--- src/rtl/por_stretch_pkg.sv ---
package por_stretch_pkg;

  localparam int unsigned DEF_STRETCH_CYCLES = 32;
  localparam int unsigned DEF_SYNC_STAGES    = 2;

  // Rising clock edges from input release to output release
  function automatic int unsigned release_latency(input int unsigned sync_stages,
                                                  input int unsigned stretch_cycles);
    return sync_stages + stretch_cycles;
  endfunction

endpackage

--- src/rtl/por_reset_combine.sv ---
module por_reset_combine (
  input  logic por_ni,
  input  logic scan_rst_ni,
  input  logic scan_mode_i,
  output logic root_arst_no
);

  logic scan_hit;

  // Scan reset only counts when scan mode qualifies it
  assign scan_hit     = scan_mode_i & ~scan_rst_ni;
  assign root_arst_no = por_ni & ~scan_hit;

endmodule

--- src/rtl/por_sync.sv ---
module por_sync #(
  parameter int unsigned STAGES = 2
) (
  input  logic clk_i,
  input  logic arst_ni,
  input  logic d_i,
  output logic q_o
);

  logic [STAGES-1:0] chain_q;

  generate
    for (genvar s = 0; s < STAGES; s++) begin : g_stage
      if (s == 0) begin : g_first
        always_ff @(posedge clk_i or negedge arst_ni) begin
          if (!arst_ni) chain_q[0] <= 1'b0;
          else          chain_q[0] <= d_i;
        end
      end else begin : g_next
        always_ff @(posedge clk_i or negedge arst_ni) begin
          if (!arst_ni) chain_q[s] <= 1'b0;
          else          chain_q[s] <= chain_q[s-1];
        end
      end
    end
  endgenerate

  assign q_o = chain_q[STAGES-1];

endmodule

--- src/rtl/por_stretch_counter.sv ---
module por_stretch_counter #(
  parameter int unsigned STRETCH_CYCLES = 32,
  localparam int unsigned CNT_W = $clog2(STRETCH_CYCLES + 1)
) (
  input  logic clk_i,
  input  logic arst_ni,
  input  logic good_i,
  output logic release_o
);

  localparam logic [CNT_W-1:0] TERMINAL  = CNT_W'(STRETCH_CYCLES);
  localparam logic [CNT_W-1:0] LAST_STEP = CNT_W'(STRETCH_CYCLES - 1);

  logic [CNT_W-1:0] run_q;
  logic [CNT_W-1:0] run_d;
  logic             rel_q;

  always_comb begin
    if (!good_i)                run_d = '0;
    else if (run_q == TERMINAL) run_d = TERMINAL;
    else                        run_d = run_q + CNT_W'(1);
  end

  always_ff @(posedge clk_i or negedge arst_ni) begin
    if (!arst_ni) begin
      run_q <= '0;
      rel_q <= 1'b0;
    end else begin
      run_q <= run_d;
      rel_q <= good_i & ((run_q >= LAST_STEP) | rel_q);
    end
  end

  assign release_o = rel_q;

  assert_cnt_bound_R8: assert property (@(posedge clk_i) disable iff (!arst_ni)
    run_q <= TERMINAL);

  assert_release_full_run_R2: assert property (@(posedge clk_i) disable iff (!arst_ni)
    rel_q |-> (run_q == TERMINAL));

  assert_bad_drops_release_R4: assert property (@(posedge clk_i) disable iff (!arst_ni)
    !good_i |=> (!rel_q && run_q == '0));

  assert_count_steps_R3: assert property (@(posedge clk_i) disable iff (!arst_ni)
    (good_i && run_q < TERMINAL) |=> (run_q == $past(run_q) + CNT_W'(1)));

endmodule

--- src/rtl/por_stretcher.sv ---
module por_stretcher
  import por_stretch_pkg::*;
#(
  parameter int unsigned STRETCH_CYCLES = DEF_STRETCH_CYCLES,
  parameter int unsigned SYNC_STAGES    = DEF_SYNC_STAGES
) (
  input  logic clk_i,
  input  logic por_ni,
  input  logic pwr_ok_i,
  input  logic scan_rst_ni,
  input  logic scan_mode_i,
  output logic rst_no
);

  logic root_arst_n;
  logic rel_sync;
  logic pok_sync;
  logic stable_good;

  por_reset_combine u_combine (
    .por_ni       (por_ni),
    .scan_rst_ni  (scan_rst_ni),
    .scan_mode_i  (scan_mode_i),
    .root_arst_no (root_arst_n)
  );

  por_sync #(.STAGES(SYNC_STAGES)) u_rel_sync (
    .clk_i   (clk_i),
    .arst_ni (root_arst_n),
    .d_i     (1'b1),
    .q_o     (rel_sync)
  );

  por_sync #(.STAGES(SYNC_STAGES)) u_pok_sync (
    .clk_i   (clk_i),
    .arst_ni (root_arst_n),
    .d_i     (pwr_ok_i),
    .q_o     (pok_sync)
  );

  assign stable_good = rel_sync & pok_sync;

  por_stretch_counter #(.STRETCH_CYCLES(STRETCH_CYCLES)) u_counter (
    .clk_i     (clk_i),
    .arst_ni   (root_arst_n),
    .good_i    (stable_good),
    .release_o (rst_no)
  );

  assert_por_holds_R1: assert property (@(posedge clk_i) disable iff (scan_mode_i)
    !por_ni |-> !rst_no);

  assert_scan_holds_R6: assert property (@(posedge clk_i) disable iff (por_ni == 1'b0)
    (scan_mode_i && !scan_rst_ni) |-> !rst_no);

  assert_rise_needs_good_R2: assert property (@(posedge clk_i) disable iff (!root_arst_n)
    $rose(rst_no) |-> $past(stable_good));

endmodule

--- config.mk ---
export PLATFORM = sky130hd
export DESIGN_NAME = por_stretcher
export DESIGN_NICKNAME = d
export VERILOG_FILES = /design/src/rtl/por_stretch_pkg.sv /design/src/rtl/por_reset_combine.sv /design/src/rtl/por_sync.sv /design/src/rtl/por_stretch_counter.sv /design/src/rtl/por_stretcher.sv
export SDC_FILE = /design/constraint.sdc
export NUM_CORES = 1
export LEC_CHECK = 0
export ABC_AREA = 1
export ABC_CLOCK_PERIOD_IN_PS = 1200
export BUFFER_PORTS_ARGS = -buffer_cell sky130_fd_sc_hd__buf_2
export CAP_MARGIN = 20
export CORE_AREA = 8 8 45 47
export CTS_CLUSTER_SIZE = 24
export DETAILED_ROUTE_END_ITERATION = 7
export DIE_AREA = 0 0 53 55
export GPL_TIMING_DRIVEN = 0
export HOLD_SLACK_MARGIN = 0.03
export SETUP_SLACK_MARGIN = 0.5
export SYNTH_ARGS = -nofsm -noshare
export SYNTH_HDL_FRONTEND = slang
export SYNTH_SLANG_ARGS = --single-unit
--- constraint.sdc ---
create_clock -name clk_i -period 1.2 [get_ports clk_i]
set_input_delay 0.24 -clock clk_i [delete_from_list [all_inputs] [get_ports clk_i]]
set_output_delay 0.24 -clock clk_i [all_outputs]
set_load 0.05 [all_outputs]
==> results.sh <==
export IMPL_dr_wl_met2_um=392
export IMPL_period_minus_slack_ns=1.084
export IMPL_place_congestion=0.7699
export IMPL_ios=6
export IMPL_cp_end_kind="output pin"
export IMPL_drt_initial_drc_count=8
export IMPL_hold_class="in -> async"
export IMPL_drcViolationCount=0
export IMPL_r2r_setup_slack_ns=0.13
export IMPL_drive_gt1_frac=0.4516
export IMPL_power_leakage_nw=0.2908
export IMPL_path_class="reg -> out"
export IMPL_r2r_end="u_counter.run_q[5]$_DFF_PN0_"
export IMPL_cp_required_ns=0.96
export IMPL_layout_nets=70
export IMPL_htreeDepth=1
export IMPL_grt_max_degree=12
export IMPL_ant_nets=0
export IMPL_ys_seq_area_frac=0.5930
export IMPL_grt_pass1_vias=338
export IMPL_reg2reg_from="u_counter.run_q[0]$_DFF_PN0_"
export IMPL_syn_nets=54
export IMPL_wl_met3_um=37
export IMPL_vias=336
export IMPL_hold_buffers=0
export IMPL_yosysWarnings=0
export IMPL_synth_area_top_cells="dfrtp_1, nor2_1, nand2_1"
export IMPL_synth_seq_cells=11
export IMPL_cts_sinks=11
export IMPL_slowest_delay_ns=0.41
export IMPL_setup_viol=0
export IMPL_status="finished clean"
export IMPL_overflow=0
export IMPL_port_buffers=5
export IMPL_tns_ns=0
export IMPL_synth_top_cell_by_area="dfrtp_1"
export IMPL_rsz0062_at_grt="yes"
export IMPL_hold_viol_final=0
export IMPL_clk_pin_slew_worst_paths_ns=0.08
export IMPL_grt_pass1_wl_mm=1.331
export IMPL_synth_cell_types=14
export IMPL_antenna_cells=0
export IMPL_synthToLayoutAreaGrowth_pct=36.12
export IMPL_cp_top_family="flip-flops"
export IMPL_dr_pass1_iters=4
export IMPL_syn_cell_area_um2=464.2
export IMPL_core_um2=1384
export IMPL_cts_buffers=3
export IMPL_die_width_um=53
export IMPL_track_usage=0.06461
export IMPL_whs_ns=0.04751
export IMPL_cp_slowest_cell="dfrtp_2"
export IMPL_fmax_mhz=922.7
export IMPL_synth_area_per_cell_um2=9.876
export IMPL_hpwl_um=532.9
export IMPL_slew_headroom=0.6093
export IMPL_cp_startpoint="u_counter.release_o$_DFF_PN0_"
export IMPL_cts_root_buffer="clkbuf_4"
export IMPL_worst_ir_drop_vdd_uv=871.3
export IMPL_start_util=0.3354
export IMPL_worstRegToRegCells=7
export IMPL_fin_crit_sh=0.9031
export IMPL_antenna_found_initial=0
export IMPL_critPathMaxFanout=2
export IMPL_num_rows=14
export IMPL_final_max_slew_viol_count=0
export IMPL_critPathArrivalTime_ns=0.84
export IMPL_top_layer="met4"
export IMPL_netlist_instances=47
export IMPL_die_area_um2=2915
export IMPL_wl_met1_um=386
export IMPL_wirelength_um=825
export IMPL_critPathBufInv=1
export IMPL_die_h_um=55
export IMPL_cts_tree="done"
export IMPL_wl_per_cell_um=10.58
export IMPL_insertion_delay_ns=0.28
export IMPL_synth_top_area_frac=0.5930
export IMPL_p_per_area_nw_per_um2=1096
export IMPL_drv_cap=0
export IMPL_worst_setup_path_start_kind="register"
export IMPL_finClkSkew_ns=0.01828
export IMPL_tightest_slew_ns=0.5826
export IMPL_clk_path_buf_depth=2
export IMPL_viasPerCell=4.308
export IMPL_critical_path_cell_chain="buf_6"
-- sequential cells by signal, indices dropped and copies added, names as in the netlist --
name                 flops
u_pok_sync.q_o           1
u_rel_sync.q_o           1
u_rel_sync.chain_q       1
u_counter.run_q          6
u_counter.release_o      1
u_pok_sync.chain_q       1
-- worst max path at each step --
stage / cells past startpoint / slack, ns / end
detailed placement: 5 / 0.17 / u_counter.run_q[0]$_DFF_PN0_
floorplan: 5 / 0.24 / u_counter.run_q[0]$_DFF_PN0_
global route: 1 / 0.09 / rst_no
finish: 1 / 0.12 / rst_no
CTS: 1 / 0.11 / rst_no
global placement: 5 / 0.16 / u_counter.run_q[0]$_DFF_PN0_
-- final cells by class --
type	count	area, um^2
Clock buffer	4	26.28
Tap cell	16	20.02
Multi-Input combinational cell	30	198.9
Sequential cell	11	280.3
Inverter	6	22.52
Fill cell	133	752.0
Timing Repair Buffer	11	83.83
-- metal layers --
layer,vias to the layer above,track usage
met3,2,0.04011
met2,9,0.09766
met5,-,0
met1,151,0.07199
li1,174,-
met4,0,0.02586
-- cell usage after synthesis --
library cell  number
a21boi_0           1
a21oi_1            1
conb_1             1
dfrtp_1           11
ha_1               2
inv_1              6
nand2_1            8
nand3_1            3
nand3_2            1
nor2_1             9
o21bai_1           1
o21bai_2           1
xnor2_1            1
xor2_1             1
-- logic make-up (layout without fill, tap and decap cells) --
logic type | count (synthesis) | in the layout | share of synthesized area
AO/OA/AOI/OAI | 4 | 4 | 0.06739
XOR/XNOR | 2 | 2 | 0.03774
adder cells (fa/ha/maj) | 2 | 2 | 0.05390
buffers and inverters | 6 | 21 | 0.04851
flip-flops | 11 | 11 | 0.5930
other | 1 | 1 | 0.008078
AND/OR/NAND/NOR | 21 | 21 | 0.1914
-- layout by cell type, fill, tap and decap left out, types with 2 or more instances in the layout --
cell type and n:
dfrtp_2 4, inv_1 4, dfrtp_1 7, buf_6 3, buf_2 4, nand3_2 3, buf_4 4, clkbuf_4 3
nor2_1 8, nand2_1 8, inv_2 2
-- power breakdown --
| part | internal, mW | leakage, nW | switching, mW |
|---|---|---|---|
| registers | 0.381 | 0.138 | 0.00677 |
| logic | 0.0229 | 0.138 | 0.0249 |
| clock network | 0.129 | 0.0150 | 0.129 |
| total | 0.532 | 0.291 | 0.160 |
-- through the flow --
step	setup WS, ns	instance area (um^2)	utilization	instances	total power, mW
floorplan	0.2442	471.7	-	47	0.4136
global placement	0.1612	516.7	0.3734	68	0.4257
detailed placement	0.1710	516.7	0.3734	68	0.4266
CTS	0.1127	590.6	0.4268	74	0.6896
global route	0.09069	631.9	0.4566	78	0.7334
finish	0.1163	631.9	0.4566	78	0.6927
-- timing repair --
item / 4_1_cts / 5_1_grt
gates cloned: 0 / 0
gates resized for setup: 9 / 5
endpoints found under the setup margin: 8 / 8
pin swaps: 10 / 4
setup buffers: 2 / 4
Power figures use the tool's default switching activity.
